## src/rtl/qenc_pkg.sv

```systemverilog
package qenc_pkg;
  typedef enum logic [2:0] {
    IM_NONE     = 3'd0,
    IM_IDX_CLR  = 3'd1,
    IM_IDX_LOAD = 3'd2,
    IM_HOME1    = 3'd3,
    IM_HOME2    = 3'd4,
    IM_CMP_CLR  = 3'd5,
    IM_MODULO   = 3'd6,
    IM_RSVD     = 3'd7
  } init_mode_e;

  // Position of a {A,B} phase state along the increment cycle.
  function automatic logic [1:0] gray_pos(input logic [1:0] ab);
    case (ab)
      2'b00:   gray_pos = 2'd0;
      2'b01:   gray_pos = 2'd1;
      2'b11:   gray_pos = 2'd2;
      default: gray_pos = 2'd3;
    endcase
  endfunction
endpackage

```

## src/rtl/qenc_sync.sv

```systemverilog
module qenc_sync #(
  parameter int N = 4
) (
  input  logic         clk,
  input  logic         rst_n,
  input  logic [N-1:0] d_in,
  output logic [N-1:0] d_out
);
  for (genvar i = 0; i < N; i++) begin : g_bit
    logic s1_q, s2_q;
    always_ff @(posedge clk or negedge rst_n) begin
      if (!rst_n) begin
        s1_q <= 1'b0;
        s2_q <= 1'b0;
      end else begin
        s1_q <= d_in[i];
        s2_q <= s1_q;
      end
    end
    assign d_out[i] = s2_q;
  end
endmodule

```

## src/rtl/qenc_decode.sv

```systemverilog
module qenc_decode
  import qenc_pkg::*;
(
  input  logic clk,
  input  logic rst_n,
  input  logic a,
  input  logic b,
  output logic up,
  output logic dn,
  output logic err
);
  logic [1:0] prev_q;
  logic [1:0] cur_p, prev_p, diff;

  always_comb begin
    cur_p  = gray_pos({a, b});
    prev_p = gray_pos(prev_q);
    diff   = cur_p - prev_p;
    up     = (diff == 2'd1);
    dn     = (diff == 2'd3);
    err    = (diff == 2'd2);
  end

  always_ff @(posedge clk or negedge rst_n) begin
    if (!rst_n) prev_q <= 2'b00;
    else        prev_q <= {a, b};
  end


  step_exclusive_chk: assert property (@(posedge clk) disable iff (!rst_n)
    $onehot0({up, dn, err}));
endmodule

```

## src/rtl/qenc_prescale.sv

```systemverilog
module qenc_prescale #(
  parameter int SEL_W = 3,
  parameter int CNT_W = 8
) (
  input  logic             clk,
  input  logic             rst_n,
  input  logic             run,
  input  logic [SEL_W-1:0] div_sel,
  output logic             tick
);
  localparam logic [SEL_W-1:0] SEL_MAX = {SEL_W{1'b1}};

  logic [CNT_W-1:0] cnt_q, cnt_d, lim;

  always_comb begin
    if (div_sel == SEL_MAX) lim = {CNT_W{1'b1}};
    else                    lim = CNT_W'((1 << div_sel) - 1);
    tick  = run && (cnt_q >= lim);
    cnt_d = (!run || tick) ? '0 : cnt_q + 1'b1;
  end

  always_ff @(posedge clk or negedge rst_n) begin
    if (!rst_n) cnt_q <= '0;
    else        cnt_q <= cnt_d;
  end
endmodule

```

## src/rtl/qenc_poscnt.sv

```systemverilog
module qenc_poscnt
  import qenc_pkg::*;
#(
  parameter int POS_W = 32
) (
  input  logic             clk,
  input  logic             rst_n,
  input  logic             en,
  input  logic             phase_a,
  input  logic             phase_b,
  input  logic             index_in,
  input  logic             home_in,
  input  logic [2:0]       init_mode,
  input  logic [1:0]       idx_match,
  input  logic [1:0]       cnt_mode,
  input  logic [2:0]       div_sel,
  input  logic             dir_inv,
  input  logic [POS_W-1:0] load_val,
  input  logic [POS_W-1:0] cmp_val,
  output logic [POS_W-1:0] position,
  output logic             phase_err
);
  logic [3:0] sync_o;
  logic       s_a, s_b, s_idx, s_home;
  logic       dec_up, dec_dn, dec_err, tick;
  logic       step_up, step_dn, timer_on, idx_ev, home_rise;
  logic       idx_d_q, home_d_q;
  logic       armed_q, armed_d, seen_q, seen_d;
  logic [POS_W-1:0] pos_q, pos_d;
  init_mode_e mode;

  qenc_sync #(.N(4)) u_sync (
    .clk(clk), .rst_n(rst_n),
    .d_in({home_in, index_in, phase_b, phase_a}), .d_out(sync_o));
  assign {s_home, s_idx, s_b, s_a} = sync_o;

  qenc_decode u_dec (
    .clk(clk), .rst_n(rst_n), .a(s_a), .b(s_b),
    .up(dec_up), .dn(dec_dn), .err(dec_err));

  assign timer_on = cnt_mode[1];

  qenc_prescale #(.SEL_W(3), .CNT_W(8)) u_pre (
    .clk(clk), .rst_n(rst_n), .run(en && timer_on),
    .div_sel(div_sel), .tick(tick));

  always_comb begin
    mode      = init_mode_e'(init_mode);
    step_up   = dir_inv ? dec_dn : dec_up;
    step_dn   = dir_inv ? dec_up : dec_dn;
    idx_ev    = s_idx && !idx_d_q && (idx_match != 2'b00) && ({s_b, s_a} == idx_match);
    home_rise = s_home && !home_d_q;
  end

  always_comb begin
    pos_d   = pos_q;
    armed_d = armed_q;
    seen_d  = seen_q;
    if (en) begin
      if (timer_on) begin
        if (tick) pos_d = pos_q + 1'b1;
      end else begin
        if (home_rise) begin
          armed_d = 1'b1;
          seen_d  = 1'b0;
        end
        case (mode)
          IM_CMP_CLR: begin
            if (pos_q == cmp_val) pos_d = '0;
            else if (step_up)     pos_d = pos_q + 1'b1;
            else if (step_dn)     pos_d = pos_q - 1'b1;
          end
          IM_MODULO: begin
            if (step_up)      pos_d = (pos_q == cmp_val)  ? load_val : pos_q + 1'b1;
            else if (step_dn) pos_d = (pos_q == load_val) ? cmp_val  : pos_q - 1'b1;
          end
          default: begin
            if (step_up)      pos_d = pos_q + 1'b1;
            else if (step_dn) pos_d = pos_q - 1'b1;
          end
        endcase
        if (idx_ev) begin
          case (mode)
            IM_IDX_CLR:  pos_d = '0;
            IM_IDX_LOAD: pos_d = load_val;
            IM_HOME1: if (armed_q) begin
              pos_d   = load_val;
              armed_d = 1'b0;
            end
            IM_HOME2: if (armed_q) begin
              if (seen_q) begin
                pos_d   = load_val;
                armed_d = 1'b0;
                seen_d  = 1'b0;
              end else begin
                seen_d = 1'b1;
              end
            end
            default: ;
          endcase
        end
      end
    end
  end

  always_ff @(posedge clk or negedge rst_n) begin
    if (!rst_n) begin
      pos_q     <= '0;
      armed_q   <= 1'b0;
      seen_q    <= 1'b0;
      idx_d_q   <= 1'b0;
      home_d_q  <= 1'b0;
      phase_err <= 1'b0;
    end else begin
      pos_q     <= pos_d;
      armed_q   <= armed_d;
      seen_q    <= seen_d;
      idx_d_q   <= s_idx;
      home_d_q  <= s_home;
      phase_err <= dec_err && !timer_on;
    end
  end

  assign position = pos_q;


  hold_when_off_chk: assert property (@(posedge clk) disable iff (!rst_n)
    !en |=> $stable(position));


  timer_idle_chk: assert property (@(posedge clk) disable iff (!rst_n)
    (en && timer_on && !tick) |=> $stable(position));


  unit_step_chk: assert property (@(posedge clk) disable iff (!rst_n)
    (en && !timer_on && mode == IM_NONE) |=>
      (position == $past(position) || position == $past(position) + 1 ||
       position == $past(position) - 1));


  cmp_clear_chk: assert property (@(posedge clk) disable iff (!rst_n)
    (en && !timer_on && mode == IM_CMP_CLR && pos_q == cmp_val) |=> position == '0);
endmodule

```

## config.mk

```make
export PLATFORM = sky130hd
export DESIGN_NAME = qenc_poscnt
export DESIGN_NICKNAME = d
export VERILOG_FILES = /design/src/rtl/qenc_pkg.sv /design/src/rtl/qenc_sync.sv /design/src/rtl/qenc_decode.sv /design/src/rtl/qenc_prescale.sv /design/src/rtl/qenc_poscnt.sv
export SDC_FILE = /design/constraint.sdc
export NUM_CORES = 1
export LEC_CHECK = 0
export BUFFER_PORTS_ARGS = -buffer_cell sky130_fd_sc_hd__buf_2
export CAP_MARGIN = 40
export CORE_AREA = 2 2 132 134
export CTS_CLUSTER_SIZE = 28
export DETAILED_ROUTE_END_ITERATION = 8
export DIE_AREA = 0 0 134 136
export GPL_ROUTABILITY_DRIVEN = 1
export SYNTH_ARGS = -nofsm -noshare
export SYNTH_HDL_FRONTEND = slang
export SYNTH_SLANG_ARGS = --single-unit
```

## constraint.sdc

```tcl
create_clock -name clk -period 4.2 [get_ports clk]
set_input_delay 0.21 -clock clk [delete_from_list [all_inputs] [get_ports clk]]
set_output_delay 0.21 -clock clk [all_outputs]
set_load 0.005 [all_outputs]
```

**After elaboration in Yosys (flattened, before gate mapping)**

Index checks and enable logic that the tools add are counted.

- Input port bits: 82
- Flip-flop bits (word level): 55

- Equality and inequality tests: 18
- Bitwise gates (word level): 1
- Reduce and logical (&&, ||, !) cells: 17
- Order comparisons: 1
- Add/sub/neg operators: 5
- Multiplexer cells: 32
- Shift-type cells: 1

Operator list:

| kind | number |
|---|---|
| $mux W32 | 13 |
| $pmux W32 S4 | 1 |
| $eq A32 B32 Y1 | 2 |
| $pmux W32 S2 | 1 |
| $add A32 B1 Y32 const B | 1 |
| $sub A32 B1 Y32 const B | 1 |
| $mux W8 | 2 |
| $eq A3 B3 Y1 const B | 4 |
| $mux W1 | 12 |
| $pmux W2 S3 | 2 |
| $add A8 B1 Y8 const B | 1 |
| $eq A2 B2 Y1 const B | 4 |
| $ge A8 B8 Y1 | 1 |
| $shl A1 B3 Y8 const A | 1 |
| $sub A8 B2 Y8 const B | 1 |
| $logic_and A1 B1 Y1 | 7 |
| $eq A2 B1 Y1 const B | 3 |
| $eq A3 B2 Y1 const B | 2 |
| $logic_not A1 Y1 | 4 |
| $logic_not A2 Y1 | 2 |
| $reduce_and A2 Y1 | 2 |
| $eq A3 B1 Y1 const B | 1 |
| $eq A2 B2 Y1 | 1 |
| $ne A2 B1 Y1 const B | 1 |
| other kinds (5) | 5 |

**Longest topological paths before layout**

- Depth in word-level cells: 14
- Depth in mapped cells: 18
- Mapped depth without buffers: 15

**Hierarchy**

Synthesis repeated with hierarchy kept, for this count alone.

- Cells, all modules: 1091
- Area, all modules: 7983.9 sq um

By module, submodules not included:

| module | sequential area each (sq um) | times used | area each (sq um) | cells an instance |
|---|---|---|---|---|
| qenc_poscnt | 925.9 | 1 | 6945.4 | 996 |
| qenc_prescale | 200.2 | 1 | 678.2 | 74 |
| qenc_sync | 200.2 | 1 | 230.2 | 12 |
| qenc_decode | 50.0 | 1 | 130.1 | 9 |

**Least setup slack after synthesis**

No wires, ideal clock.

- Path type: input to register
- Start point: input port div_sel[1]
- End point: register pos_q[30] (netlist: position[30])
- Required time: 4.077 ns
- Setup time: 0.123 ns
- Slack: 0.965 ns
- Path buffers: 2
- Stages: 17
- Data arrival time: 3.112 ns
- Cell sequence: clkbuf_1 nor2_1 nand2_1 ha_1 nand3_1 o21ai_0 a21o_1 ha_1 nand2_1 o21ai_0 a41oi_1 or2_2 clkbuf_1 a311o_1 a211oi_1 a221oi_1 o221a_1

- Word-level cells in the longest chain between the ends: 7
- Elaborated cells on any way between the ends: 8
- Those cells by class: 1 x add/sub; 1 x order compare; 2 x eq/ne; 1 x shift; 1 x mux; 2 x reduce/logical

Ends and longest elaborated chain:

| item | line | source |
|---|---|---|
| from (decl) | qenc_poscnt.sv:16 | `input logic [2:0] div_sel,` |
| $shl A1 B3 Y8 | qenc_prescale.sv:17 | `else lim = CNT_W'((1 << div_sel) - 1);` |
| $sub A8 B2 Y8 | qenc_prescale.sv:17 |  |
| $mux W8 * | qenc_prescale.sv:16 | `if (div_sel == SEL_MAX) lim = {CNT_W{1'b1}};` |
| $ge A8 B8 Y1 * | qenc_prescale.sv:18 | `tick = run && (cnt_q >= lim);` |
| $logic_and A1 B1 Y1 * | qenc_prescale.sv:18 |  |
| $ne A2 B1 Y1 (no line) * | -- |  |
| $reduce_and A2 Y1 (no line) * | -- |  |
| to (signal assigned) | qenc_poscnt.sv:115 | `pos_q <= pos_d;` |
| to (decl) | qenc_poscnt.sv:29 | `logic [POS_W-1:0] pos_q, pos_d;` |

Mark *: on every way between the ends. The rest lies on a longest branch, timed or not.
A chain may end at the register's enable or synchronous reset.

**Final worst setup path**

- Start point: register u_sync.g_bit[1].s2_q
- End point: register pos_q[23] (netlist: position[23])

- Word-level cells in the longest chain between the ends: 14
- Elaborated cells on any way between the ends: 23
- Those cells by class: 1 x add/sub; 5 x eq/ne; 15 x mux; 2 x reduce/logical

Ends and longest elaborated chain:

| item | line | source |
|---|---|---|
| from (decl) | qenc_sync.sv:10 | `logic s1_q, s2_q;` |
| from (signal assigned) | qenc_sync.sv:17 | `s2_q <= s1_q;` |
| $eq A2 B2 Y1, or another cell as far along | qenc_pkg.sv:15 | `case (ab)` |
| $pmux W2 S3 | qenc_pkg.sv:15 |  |
| $sub A2 B2 Y2 | qenc_decode.sv:18 | `diff = cur_p - prev_p;` |
| $eq A2 B2 Y1 or $eq A2 B1 Y1 (tied branches) | qenc_decode.sv:20, qenc_decode.sv:19 |  |
| $mux W1 | qenc_poscnt.sv:50 | `step_dn = dir_inv ? dec_up : dec_dn;` |
| $mux W32 | qenc_poscnt.sv:71, qenc_poscnt.sv:79 |  |
| $mux W32 | qenc_poscnt.sv:78 | `if (step_up) pos_d = pos_q + 1'b1;` |
| $mux W32 | qenc_poscnt.sv:69 | `if (pos_q == cmp_val) pos_d = '0;` |
| $pmux W32 S2 | qenc_poscnt.sv:67 | `case (mode)` |
| $mux W32 | qenc_poscnt.sv:91 | `if (seen_q) begin` |
| $mux W32 | qenc_poscnt.sv:90 | `IM_HOME2: if (armed_q) begin` |
| $pmux W32 S4 | qenc_poscnt.sv:83 | `case (mode)` |
| $mux W32 * | qenc_poscnt.sv:82 | `if (idx_ev) begin` |
| $mux W32 * | qenc_poscnt.sv:60 | `if (timer_on) begin` |

Marked as above.

==> metrics.txt <==
Area Growth Syn to Fin 14.0%; Final Core Density between 50% and 60%; syn_area_per_cell 7.27 sq um; crit path DAT 3840 ps; dominant synthesized flop cell dfrtp_1; Tot GR Track Use 34.2%; clock skew 12.7 ps; Starting Density 44.2%; leakage power 3.32 nW; first-pass GRT wire length 47,600 um; post-synthesis cell type count 82; r2r setup slk approximately 550 ps; Synth warnings 0; Port Buffers approximately 110; core area 16,900 sq um; H-tree lvl count 2; Seq pwr share 28.6%; final hold violations 0; Tcrit/Tclk final 87.0%; total gr overflow 0; Logic pwr share 57.7%; routed via count 8,857; run status finished clean; Worst Setup Path Type register to register; sequential-to-total area share from yosys stat 18.5%; Via-to-Cell Ratio 6.63; CTS Hold Bufs 5; RSZ-0062 raised after global routing false; Mapped Area 7450 sq um; Final GP Congestion 1.04; Clock Sinks 55; Fmax 274 MHz; Worst Max-Slew Pin Slew 940 ps; Critical Path Fanout Max 11; power share of the clock group between 10% and 20%; ys async rst share between 90% and 100%; Iter 0 DRT Violations 1,252; max-cap check violation count 0; max-slew violations 0; Syn Inst Count 1,025; share of layout cells above drive strength 1 18.2%; drt pass-1 iters 6; WL/cell between 20 and 25 um; CP Launch Type register; Die Width 134 um; drt drc 0; Pint 1.67 mW; synthesized net count 1,124; commonest cells after routing, fill and taps aside 113 x buf_2, 93 x nand2_1, 80 x xor2_1; commonest non-fill, non-tap cell in the layout buf_2; I/O Pins 115; total negative slack 0 ps; pin count of the biggest net entering global routing 37; Post-synth EDFFs 0; fin crit period ~3700 ps; Final #Nets ~1,200; Net Sw Power about 1.8 mW; CTS buffer count 5; Hold Path Class primary input to register; pwr/cell area 406 nW/um^2; total placed cells including tap cells 1,323; antenna violations before repair 1; worst endpoint required time around 4400 ps; total setup buffers inserted after CTS 0; standard-cell rows between 40 and 50; Die ar. 18,200 sq um; Post-Route WL ~32,000 um; clk_lat worst skew 330 ps; Final setup viols 0; VDD IR max 0.235 mV; crit end category register; Max-slew headroom 37.3%; die height 136 um; CTS tree done; synthesized flop and latch total 55; vias in the first global route around 8,000; final std cells w/o fill 1,335; CTS Buffer Depth 2; ant diodes 0; Final ANT Viol Nets 0; detailed placement HPWL 23,100 um; post-CTS sizing 0; Net Sw Frac 51.7%; root buf cell clkbuf_16; clock transition at the registers of the reported paths 80 ps
==> power by group through the flow <==
stage	clock network (mW)	logic (mW)	registers (mW)
4_1_cts	0.474	1.93	0.974
5_1_grt	0.490	2.14	1.02
3_3_place_gp	0	1.91	0.984
6_report	0.473	1.99	0.988
2_1_floorplan	0	1.49	0.754
3_5_place_dp	0	1.92	0.985
==> critical path, cell delays in order, from the launching register on <==
cell	delay, ps
dfrtp_1	410
inv_1	60
ha_1	290
ha_1	360
nor4b_1	380
a21boi_0	420
or4_1	580
nand3_1	170
xor2_1	170
a311oi_1	50
a2111oi_0	520
nor3_1	120
==> cells in the mapped netlist, types with 9 or more instances <==
master    count  area share (%)
clkbuf_1     61             3.1
buf_2        25             1.7
inv_1        23             1.2
o21ai_1      14            0.94
nand2_1      93             4.7
xor2_1       80             9.4
nand3_1      57             3.8
or3_1         9            0.76
xnor2_1      38             4.5
a31oi_1      17             1.4
a21oi_1      74             5.0
o211ai_1     13             1.3
dfrtp_1      55              18
and2_1       13             1.1
nor4_1       28             2.3
and3_1       17             1.4
mux2i_1      17             2.3
nand4_1      23             1.9
o22ai_1      24             2.0
a221oi_1     16             1.9
nor3_1       31             2.1
ha_1         17             2.9
o21ai_0      41             2.8
nor2_1       76             3.8
==> registers in the layout, indices dropped and copies added (netlist names) <==
signal             count
position              32
u_pre.cnt_q            8
u_sync.g_bit.s1_q      4
u_sync.g_bit.s2_q      4
u_dec.prev_q           2
armed_q                1
home_d_q               1
idx_d_q                1
phase_err              1
seen_q                 1
==> final cells by class <==
class,count,area [sq um]
flip-flops and latches,55,1380
multi-input cells,852,5570
well taps,225,282
fillers,1721,8380
repair buffers,173,1040
inverters,23,86.3
clock buffers,5,125
clock inverters,2,17.5
==> layer usage <==
| metal | global-route usage (%) | vias up | wire length, um |
|---|---|---|---|
| li1 | - | 3975 | - |
| met1 | 47.1 | 4177 | 13000 |
| met2 | 52.4 | 605 | 13700 |
| met3 | 6.90 | 100 | 3620 |
| met4 | 13.8 | 0 | 1370 |
| met5 | 0 | - | 0 |
==> per-stage QoR <==
step	hold slack (ps)	setup WS, ps	cell area [sq um]	power (mW)
floorplan	-85.6	965	7450	2.24
CTS	167	614	8500	3.38
global route	181	192	8500	3.65
global placement	307	648	8310	2.90
finish	172	546	8500	3.45
detailed placement	302	593	8310	2.91
==> path summary, 6_finish.rpt <==
check	endpoint	cells past startpoint	from
worst max-delay path	position[23]	11	u_sync.g_bit[1].s2_q
worst min-delay path	u_pre.cnt_q[1]	2	en
worst max register to register	position[23]	11	u_sync.g_bit[1].s2_q
worst min register to register	u_sync.g_bit[1].s2_q	0	u_sync.g_bit[1].s1_q
max in group asynchronous	position[17]	3	rst_n
min in group asynchronous	u_pre.cnt_q[2]	2	rst_n
==> logic make-up (layout without fill, tap and decap cells) <==
group / Yosys count / in the layout / synth area share, %
and+or+nand+nor: 393 / 393 / 27.4
AOI/OAI and AO/OA: 301 / 301 / 27.2
xor gates and xnor gates: 119 / 119 / 14.2
buffers and inverters: 118 / 203 / 6.86
DFF: 55 / 55 / 18.5
muxes: 22 / 22 / 3.04
adders and majority gates: 17 / 17 / 2.85
(Power assumes the default switching activity.)
